**config.mk**
```make
export PLATFORM = sky130hd
export DESIGN_NAME = ipc_mailbox
export DESIGN_NICKNAME = d
export VERILOG_FILES = /design/src/rtl/mbx_pkg.sv /design/src/rtl/mbx_fast_chan.sv /design/src/rtl/mbx_fifo.sv /design/src/rtl/mbx_msg_block.sv /design/src/rtl/ipc_mailbox.sv
export SDC_FILE = /design/constraint.sdc
export NUM_CORES = 2
export LEC_CHECK = 0
export ABC_CLOCK_PERIOD_IN_PS = 3900
export BUFFER_PORTS_ARGS = -buffer_cell sky130_fd_sc_hd__buf_2
export CAP_MARGIN = 20
export CORE_AREA = 4 4 482 484
export CTS_CLUSTER_SIZE = 12
export DETAILED_ROUTE_END_ITERATION = 12
export DIE_AREA = 0 0 486 488
export PLACE_DENSITY = 0.63
export SLEW_MARGIN = 20
export SYNTH_ARGS = -nofsm -noshare
export SYNTH_HDL_FRONTEND = slang
export SYNTH_SLANG_ARGS = --single-unit
```
**constraint.sdc**
```tcl
create_clock -name clk -period 3.9 [get_ports clk]
set_input_delay 0.195 -clock clk [delete_from_list [all_inputs] [get_ports clk]]
set_output_delay 0.195 -clock clk [all_outputs]
set_load 0.05 [all_outputs]
```
**src/rtl/mbx_pkg.sv**
```systemverilog
package mbx_pkg;
   // register offsets (bytes)
   localparam int unsigned OFF_FAST      = 'h0000;
   localparam int unsigned OFF_DB        = 'h0020;
   localparam int unsigned OFF_FIFO_DATA = 'h0040;
   localparam int unsigned OFF_FIFO_STAT = 'h0044;
   localparam int unsigned OFF_MSG       = 'h0100;
   localparam int unsigned OFF_MSG_CTL   = 'h0200;
   localparam int unsigned OFF_STAT      = 'h0300;
   localparam int unsigned OFF_IEN       = 'h0304;
   localparam int unsigned OFF_OVR       = 'h0308;
   // fifo status fields
   localparam int unsigned FST_EMPTY = 0;
   localparam int unsigned FST_FULL  = 1;
   localparam int unsigned FST_OVF   = 2;
   localparam int unsigned FST_UDF   = 3;
   localparam int unsigned FST_LVL   = 8;
   localparam int unsigned MAX_FAST  = 8;
endpackage

```
**src/rtl/mbx_fast_chan.sv**
```systemverilog
module mbx_fast_chan #(
   parameter int unsigned DATA_W = 32
) (
   input  logic              clk,
   input  logic              rst_n,
   input  logic              wr_en,
   input  logic [DATA_W-1:0] wdata,
   input  logic              rd_en,
   input  logic              ovr_clr,
   output logic [DATA_W-1:0] data,
   output logic              pending,
   output logic              overrun
);
   always_ff @(posedge clk or negedge rst_n) begin
      if (!rst_n) begin
         data    <= '0;
         pending <= 1'b0;
         overrun <= 1'b0;
      end else begin
         if (wr_en) data <= wdata;
         if (wr_en)      pending <= 1'b1;
         else if (rd_en) pending <= 1'b0;
         if (wr_en && pending && !rd_en) overrun <= 1'b1;
         else if (ovr_clr)               overrun <= 1'b0;
      end
   end
endmodule

```
**src/rtl/mbx_fifo.sv**
```systemverilog
module mbx_fifo #(
   parameter int unsigned DATA_W = 32,
   parameter int unsigned DEPTH  = 32,
   localparam int unsigned AW    = $clog2(DEPTH),
   localparam int unsigned LVL_W = $clog2(DEPTH + 1)
) (
   input  logic              clk,
   input  logic              rst_n,
   input  logic              push,
   input  logic [DATA_W-1:0] push_data,
   input  logic              pop,
   input  logic              ovf_clr,
   input  logic              udf_clr,
   output logic [DATA_W-1:0] head,
   output logic              empty,
   output logic              full,
   output logic [LVL_W-1:0]  level,
   output logic              ovf,
   output logic              udf
);
   if (DEPTH < 2 || (1 << AW) != DEPTH) begin : g_bad_depth
      $error("mbx_fifo: DEPTH must be a power of two >= 2");
   end

   logic [DATA_W-1:0] mem [DEPTH];
   logic [AW-1:0]     wr_ptr, rd_ptr;
   logic              push_ok, pop_ok;

   assign empty   = (level == '0);
   assign full    = (level == LVL_W'(DEPTH));
   assign push_ok = push && !full;
   assign pop_ok  = pop && !empty;
   assign head    = mem[rd_ptr];

   always_ff @(posedge clk) begin
      if (push_ok) mem[wr_ptr] <= push_data;
   end

   always_ff @(posedge clk or negedge rst_n) begin
      if (!rst_n) begin
         wr_ptr <= '0;
         rd_ptr <= '0;
         level  <= '0;
         ovf    <= 1'b0;
         udf    <= 1'b0;
      end else begin
         if (push_ok) wr_ptr <= wr_ptr + 1'b1;
         if (pop_ok)  rd_ptr <= rd_ptr + 1'b1;
         case ({push_ok, pop_ok})
            2'b10:   level <= level + 1'b1;
            2'b01:   level <= level - 1'b1;
            default: level <= level;
         endcase
         if (push && full)       ovf <= 1'b1;
         else if (ovf_clr)       ovf <= 1'b0;
         if (pop && empty)       udf <= 1'b1;
         else if (udf_clr)       udf <= 1'b0;
      end
   end
endmodule

```
**src/rtl/mbx_msg_block.sv**
```systemverilog
module mbx_msg_block #(
   parameter int unsigned DATA_W = 32,
   parameter int unsigned WORDS  = 32,
   localparam int unsigned IW    = $clog2(WORDS)
) (
   input  logic              clk,
   input  logic              rst_n,
   input  logic              wr_en,
   input  logic [IW-1:0]     wr_idx,
   input  logic [DATA_W-1:0] wdata,
   input  logic [IW-1:0]     rd_idx,
   output logic [DATA_W-1:0] rd_data,
   input  logic              send,
   input  logic              ack,
   input  logic              ack_clr,
   output logic              bell,
   output logic              ack_flag
);
   logic [DATA_W-1:0] words [WORDS];

   for (genvar k = 0; k < WORDS; k++) begin : g_word
      always_ff @(posedge clk or negedge rst_n) begin
         if (!rst_n)                          words[k] <= '0;
         else if (wr_en && wr_idx == IW'(k))  words[k] <= wdata;
      end
   end

   assign rd_data = words[rd_idx];

   always_ff @(posedge clk or negedge rst_n) begin
      if (!rst_n) begin
         bell     <= 1'b0;
         ack_flag <= 1'b0;
      end else begin
         if (send)      bell <= 1'b1;
         else if (ack)  bell <= 1'b0;
         if (ack)          ack_flag <= 1'b1;
         else if (ack_clr) ack_flag <= 1'b0;
      end
   end
endmodule

```
**src/rtl/ipc_mailbox.sv**
```systemverilog
module ipc_mailbox
   import mbx_pkg::*;
#(
   parameter int unsigned ADDR_W     = 16,
   parameter int unsigned DATA_W     = 32,
   parameter int unsigned NUM_FAST   = 8,
   parameter int unsigned FIFO_DEPTH = 32,
   parameter int unsigned MSG_WORDS  = 32
) (
   input  logic              clk,
   input  logic              rst_n,
   input  logic              s_wr,
   input  logic              s_rd,
   input  logic [ADDR_W-1:0] s_addr,
   input  logic [DATA_W-1:0] s_wdata,
   output logic [DATA_W-1:0] s_rdata,
   input  logic              r_wr,
   input  logic              r_rd,
   input  logic [ADDR_W-1:0] r_addr,
   input  logic [DATA_W-1:0] r_wdata,
   output logic [DATA_W-1:0] r_rdata,
   output logic              s_irq,
   output logic              r_irq
);
   localparam int unsigned NUM_CH  = NUM_FAST + 3;
   localparam int unsigned CH_DB   = NUM_FAST;
   localparam int unsigned CH_FIFO = NUM_FAST + 1;
   localparam int unsigned CH_MSG  = NUM_FAST + 2;
   localparam int unsigned LVL_W   = $clog2(FIFO_DEPTH + 1);
   localparam int unsigned MSG_IW  = $clog2(MSG_WORDS);

   localparam logic [ADDR_W-1:0] A_DB   = ADDR_W'(OFF_DB);
   localparam logic [ADDR_W-1:0] A_FDAT = ADDR_W'(OFF_FIFO_DATA);
   localparam logic [ADDR_W-1:0] A_FST  = ADDR_W'(OFF_FIFO_STAT);
   localparam logic [ADDR_W-1:0] A_MCTL = ADDR_W'(OFF_MSG_CTL);
   localparam logic [ADDR_W-1:0] A_STAT = ADDR_W'(OFF_STAT);
   localparam logic [ADDR_W-1:0] A_IEN  = ADDR_W'(OFF_IEN);
   localparam logic [ADDR_W-1:0] A_OVR  = ADDR_W'(OFF_OVR);

   // elaboration-time parameter checks
   if (NUM_FAST < 1 || NUM_FAST > MAX_FAST) begin : g_chk_fast
      $error("ipc_mailbox: NUM_FAST out of range 1..8");
   end
   if (ADDR_W < 10 || ADDR_W > 32) begin : g_chk_addr
      $error("ipc_mailbox: ADDR_W must be 10..32");
   end
   if (DATA_W < NUM_CH || DATA_W < FST_LVL + LVL_W) begin : g_chk_data
      $error("ipc_mailbox: DATA_W too narrow for status fields");
   end
   if (MSG_WORDS < 2 || MSG_WORDS > 64 || (1 << MSG_IW) != MSG_WORDS) begin : g_chk_msg
      $error("ipc_mailbox: MSG_WORDS must be a power of two 2..64");
   end

   // ---------------- address decode ----------------
   function automatic logic fast_hit(input logic [ADDR_W-1:0] a);
      return (a[ADDR_W-1:5] == '0) && (a[1:0] == 2'b00) && (32'(a[4:2]) < NUM_FAST);
   endfunction
   function automatic logic msg_hit(input logic [ADDR_W-1:0] a);
      return (a[ADDR_W-1:8] == (ADDR_W-8)'(OFF_MSG >> 8)) && (a[1:0] == 2'b00) &&
             (32'(a[7:2]) < MSG_WORDS);
   endfunction

   logic s_fast_wr, r_fast_rd, s_msg_wr, r_msg_sel;
   assign s_fast_wr = s_wr && fast_hit(s_addr);
   assign r_fast_rd = r_rd && fast_hit(r_addr);
   assign s_msg_wr  = s_wr && msg_hit(s_addr);
   assign r_msg_sel = msg_hit(r_addr);

   // ---------------- fast channels ----------------
   logic [DATA_W-1:0]   fast_data [MAX_FAST];
   logic [NUM_FAST-1:0] fast_pend;
   logic [NUM_FAST-1:0] fast_ovr;

   for (genvar i = 0; i < MAX_FAST; i++) begin : g_fast
      if (i < NUM_FAST) begin : g_on
         mbx_fast_chan #(.DATA_W(DATA_W)) u_chan (
            .clk     (clk),
            .rst_n   (rst_n),
            .wr_en   (s_fast_wr && s_addr[4:2] == 3'(i)),
            .wdata   (s_wdata),
            .rd_en   (r_fast_rd && r_addr[4:2] == 3'(i)),
            .ovr_clr (r_wr && r_addr == A_OVR && r_wdata[i]),
            .data    (fast_data[i]),
            .pending (fast_pend[i]),
            .overrun (fast_ovr[i])
         );
      end else begin : g_off
         assign fast_data[i] = '0;
      end
   end

   // ---------------- doorbell ----------------
   logic db_pend;
   always_ff @(posedge clk or negedge rst_n) begin
      if (!rst_n)                                      db_pend <= 1'b0;
      else if (s_wr && s_addr == A_DB)                 db_pend <= 1'b1;
      else if (r_wr && r_addr == A_STAT && r_wdata[CH_DB]) db_pend <= 1'b0;
   end

   // ---------------- fifo channel ----------------
   logic [DATA_W-1:0] fifo_head;
   logic              fifo_empty, fifo_full, fifo_ovf, fifo_udf;
   logic [LVL_W-1:0]  fifo_level;

   mbx_fifo #(.DATA_W(DATA_W), .DEPTH(FIFO_DEPTH)) u_fifo (
      .clk       (clk),
      .rst_n     (rst_n),
      .push      (s_wr && s_addr == A_FDAT),
      .push_data (s_wdata),
      .pop       (r_rd && r_addr == A_FDAT),
      .ovf_clr   (r_wr && r_addr == A_FST && r_wdata[FST_OVF]),
      .udf_clr   (r_wr && r_addr == A_FST && r_wdata[FST_UDF]),
      .head      (fifo_head),
      .empty     (fifo_empty),
      .full      (fifo_full),
      .level     (fifo_level),
      .ovf       (fifo_ovf),
      .udf       (fifo_udf)
   );

   // ---------------- message block ----------------
   logic [DATA_W-1:0] msg_rd;
   logic              msg_bell, msg_ack;

   mbx_msg_block #(.DATA_W(DATA_W), .WORDS(MSG_WORDS)) u_msg (
      .clk      (clk),
      .rst_n    (rst_n),
      .wr_en    (s_msg_wr),
      .wr_idx   (s_addr[2 +: MSG_IW]),
      .wdata    (s_wdata),
      .rd_idx   (r_addr[2 +: MSG_IW]),
      .rd_data  (msg_rd),
      .send     (s_wr && s_addr == A_MCTL),
      .ack      (r_wr && r_addr == A_MCTL),
      .ack_clr  (s_wr && s_addr == A_STAT && s_wdata[0]),
      .bell     (msg_bell),
      .ack_flag (msg_ack)
   );

   // ---------------- enables and interrupts ----------------
   logic [NUM_CH-1:0] pend_vec, r_ien;
   logic              s_ien;

   assign pend_vec = {msg_bell, !fifo_empty, db_pend, fast_pend};

   always_ff @(posedge clk or negedge rst_n) begin
      if (!rst_n) begin
         r_ien <= '0;
         s_ien <= 1'b0;
      end else begin
         if (r_wr && r_addr == A_IEN) r_ien <= r_wdata[NUM_CH-1:0];
         if (s_wr && s_addr == A_IEN) s_ien <= s_wdata[0];
      end
   end

   assign r_irq = |(pend_vec & r_ien);
   assign s_irq = msg_ack & s_ien;

   // ---------------- read paths ----------------
   logic [DATA_W-1:0] fifo_stat, r_rd_val, s_rd_val;

   always_comb begin
      fifo_stat                    = '0;
      fifo_stat[FST_EMPTY]         = fifo_empty;
      fifo_stat[FST_FULL]          = fifo_full;
      fifo_stat[FST_OVF]           = fifo_ovf;
      fifo_stat[FST_UDF]           = fifo_udf;
      fifo_stat[FST_LVL +: LVL_W]  = fifo_level;
   end

   always_comb begin
      r_rd_val = '0;
      if (fast_hit(r_addr))     r_rd_val = fast_data[r_addr[4:2]];
      else if (r_msg_sel)       r_rd_val = msg_rd;
      else if (r_addr == A_FDAT) r_rd_val = fifo_empty ? '0 : fifo_head;
      else if (r_addr == A_FST)  r_rd_val = fifo_stat;
      else if (r_addr == A_STAT) r_rd_val = DATA_W'(pend_vec);
      else if (r_addr == A_IEN)  r_rd_val = DATA_W'(r_ien);
      else if (r_addr == A_OVR)  r_rd_val = DATA_W'(fast_ovr);
   end

   always_comb begin
      s_rd_val = '0;
      if (s_addr == A_STAT) begin
         s_rd_val[0]                = msg_ack;
         s_rd_val[1]                = fifo_full;
         s_rd_val[FST_LVL +: LVL_W] = fifo_level;
      end else if (s_addr == A_IEN) begin
         s_rd_val[0] = s_ien;
      end
   end

   always_ff @(posedge clk or negedge rst_n) begin
      if (!rst_n) begin
         r_rdata <= '0;
         s_rdata <= '0;
      end else begin
         if (r_rd) r_rdata <= r_rd_val;
         if (s_rd) s_rdata <= s_rd_val;
      end
   end

   logic unused_wdata_bits;
   assign unused_wdata_bits = ^{r_wdata, s_wdata[DATA_W-1:1]};
endmodule

```
==> impl_metrics.tcl <==
set metrics [dict create \
    grt_antenna_before_repair 24 \
    gp_congestion 0.842 \
    critPathLaunchType "input pin" \
    synth_edf_count 1024 \
    cap_viol_max_count 0 \
    postCtsSetupBuffers 0 \
    hp-class "input pin to flip-flop" \
    dr.pass1.iters 5 \
    grt_pass1_wl_um 406000 \
    rows 175 \
    cp_max_fo 22 \
    crit_top_cell "buf_4" \
    reg2reg_from "u_fifo.rd_ptr[0]$_DFFE_PN0P_" \
    die_w_um 486 \
    synth_top_cell_area_share_pct 33.5 \
    async_flop_share_pct 57.2 \
    synthTopCellsByArea "dfrtp_1 (34%), edfxtp_1 (30%), mux2_2 (14%)" \
    cts_buffers 235 \
    postLayoutCellArea_sq_um 116000 \
    period_share_pct 95.1 \
    portBuffers 122 \
    ir_worst_vdd_mv 0.374 \
    p_per_area_nw_per_um2 429 \
    place_hpwl_um 167000 \
    drcViolationCount 0 \
    grt_overflow 0 \
    layout_commonest_cell "dfrtp_1" \
    grt_usage_pct 23.3 \
    critical_path_class "input pin to flip-flop" \
    placed_area_sq_um 108000 \
    critPathTopFamily "buffers and inverters" \
    coreArea_sq_um 227000 \
    cts_tree "yes" \
    drtAntennaViolNets 0 \
    netlist_area_sq_um 102000 \
    crit_arrival_ns 4.19 \
    cts-root-buf "clkbuf_16" \
    layout_common_cells "dfrtp_1 (1,364), mux2_2 (1,250), edfxtp_1 (1,024)" \
    ff2ff_path_depth 8 \
    cp.depth 13 \
    ff2ff_setup_slack_ns 0.47 \
    cp-startpoint "s_addr[7]" \
    wirelength_um 276000 \
    area_growth_pct 13.6 \
    yosysUniqueCellTypes 71 \
    cts.reportedPaths.clkPinSlew_ns 0.06 \
    cts_htree_levels 4 \
    min_period_ns 3.71 \
    insertion_delay_ns 0.86 \
    via_per_inst 5.98 \
    grt_max_degree 151 \
    r2r_end "r_rdata[14]$_DFFE_PN0P_" \
    slew_headroom_pct 22.0 \
    synth_seq_cells 2393 \
    finalSetupViolations 0 \
    seq_area_frac_synth_pct 63.6 \
    fillers 18439 \
    endpoint "u_fifo.mem[3][18]$_DFFE_PP_" \
    setup_tns_ns 0 \
    post_drt_wl_per_cell_um 29.5 \
    worst_clock_skew_ns 0.0329 \
    syn_avg_cell_area_sq_um 17.3 \
    crit_path_end_kind "flip-flop" \
    worst_pin_slew_ns 1.17 \
    clockBufferDepth 3 \
    crit_chain "dlygate4sd3_1 > buf_2 > nor3_1 > dlygate4sd3_1 > nor4b_2 > dlygate4sd3_1 > buf_4 > nor4b_2 > buf_4 > nand2_1 > buf_4 > nor2_4 > buf_4" \
    via_count 55945 \
    start_util_pct 45.0 \
    ys_warn_count 0 \
    rsz0062_at_grt "no" \
    cellLeakagePower_nw 48.3 \
    slowest_stage "dlygate4sd3_1" \
    ys.flop_type "dfrtp_1" \
    cp_num_buf_inv 8 \
    die_h_um 488 \
    drt_iter0_markers 5547 \
    status "finished, final reports clean" \
    netlist_instances 5899 \
    die_area_sq_um 237000 \
    required_ns 4.38 \
    fmax_mhz 270 \
    top_level_ports 168 \
    max_stage_delay_ns 0.63 \
    clock_sinks 2393 \
    drive_gt1_share_pct 41.7 \
    grt_pass1_vias 58452 \
    maxSlewViolCount 0 \
    final_hold_viol_count 0 \
    nets 6260 \
    yosys.area.top_type "dfrtp_1" \
]
-- final cells by class --
cell class / count / area [sq um] / share of cell area [%]
Sequential cell: 2393 / 65000 / 56.0
Multi-Input combinational cell: 2988 / 35100 / 30.2
Clock buffer: 389 / 6980 / 6.01
Timing Repair Buffer: 512 / 4870 / 4.19
Tap cell: 3009 / 3760 / 3.24
Clock inverter: 33 / 303 / 0.261
Inverter: 20 / 75.1 / 0.0646
Antenna cell: 9 / 22.5 / 0.0194
-- per-layer routing --
metal	up-vias	global-route usage [%]	part of all wire [%]
met3	429	5.08	7.1
li1	23353	-	-
met4	8	7.07	2.9
met1	30371	31.8	42
met5	-	0	0.021
met2	1784	37.7	48
-- what timing repair did --
item / in CTS / in global routing
hold endpoints to repair: 1074 / 64
hold buffers: 57 / 2
resized for setup: 0 / 2
endpoints found under the setup margin: 0 / 44
-- cells by family after synthesis --
logic type      synth area share [%]
other cells                  0.00367
mux                             28.3
flops                           63.6
compound gates                  3.00
xor+xnor                       0.137
fa+ha+maj                     0.0979
buf+inv                         2.54
simple gates                    2.30
-- cells in the mapped netlist (63+ instances only) --
master / count
o21ai_0: 70
mux2_2: 1250
mux2i_1: 216
dfrtp_1: 1369
edfxtp_1: 1024
clkbuf_1: 270
buf_4: 63
mux4_2: 523
nor2_1: 78
nand2_1: 147
mux2_1: 83
buf_2: 114
a21oi_1: 64
-- worst min path at each step --
stage | depth (start not counted) | startpoint | end
2_1_floorplan | 0 | rst_n | db_pend$_DFFE_PN0P_
3_3_place_gp | 1 | rst_n | u_msg.words[93]$_DFFE_PN0P_
3_5_place_dp | 1 | rst_n | u_msg.words[30]$_DFFE_PN0P_
4_1_cts | 2 | s_wdata[26] | u_fifo.mem[20][26]$_DFFE_PP_
5_1_grt | 1 | s_wdata[4] | u_fifo.mem[11][4]$_DFFE_PP_
6_report | 2 | s_wdata[15] | u_fifo.mem[0][15]$_DFFE_PP_
-- per-stage QoR --
| stage | worst slack [ns] | utilization [%] | hold WS [ns] | std cells | total power, W |
|---|---|---|---|---|---|
| 6_report | 0.191 | 51.1 | 0.0426 | 9353 | 0.0498 |
| 3_5_place_dp | 0.519 | 47.6 | 0.222 | 8863 | 0.0286 |
| 2_1_floorplan | -0.0359 | - | -0.101 | 5922 | 0.0276 |
| 5_1_grt | 0.0617 | 51.1 | 0.0431 | 9346 | 0.0514 |
| 3_3_place_gp | 0.495 | 47.6 | 0.207 | 8863 | 0.0286 |
| 4_1_cts | 0.261 | 51.1 | 0.00159 | 9342 | 0.0503 |
-- registers in the layout, summed over array words and instances, names as in the netlist, 5 cells and up --
signal and count:
u_fifo.mem 1024, u_msg.words 1024, g_fast.g_on.u_chan.data 256, r_rdata 32, r_ien 11, g_fast.g_on.u_chan.overrun 8, g_fast.g_on.u_chan.pending 8, s_rdata 8
u_fifo.level 6, u_fifo.rd_ptr 5, u_fifo.wr_ptr 5
-- worst reg2reg max path: cells and delay by family (launching register included) --
family | cells | cell delay (ns)
flops | 1 | 0.88
compound gates | 4 | 1.17
buf+inv | 3 | 0.84
simple gates | 1 | 0.42
-- where the power goes --
part           switching (W)  leakage (nW)  internal (W)
Combinational        0.00137          16.5      0.000408
Sequential         0.0000201          28.3        0.0263
Clock                0.00954          3.54        0.0122
Total                 0.0109          48.3        0.0389
Note: power is estimated with default switching activity, not from simulation.
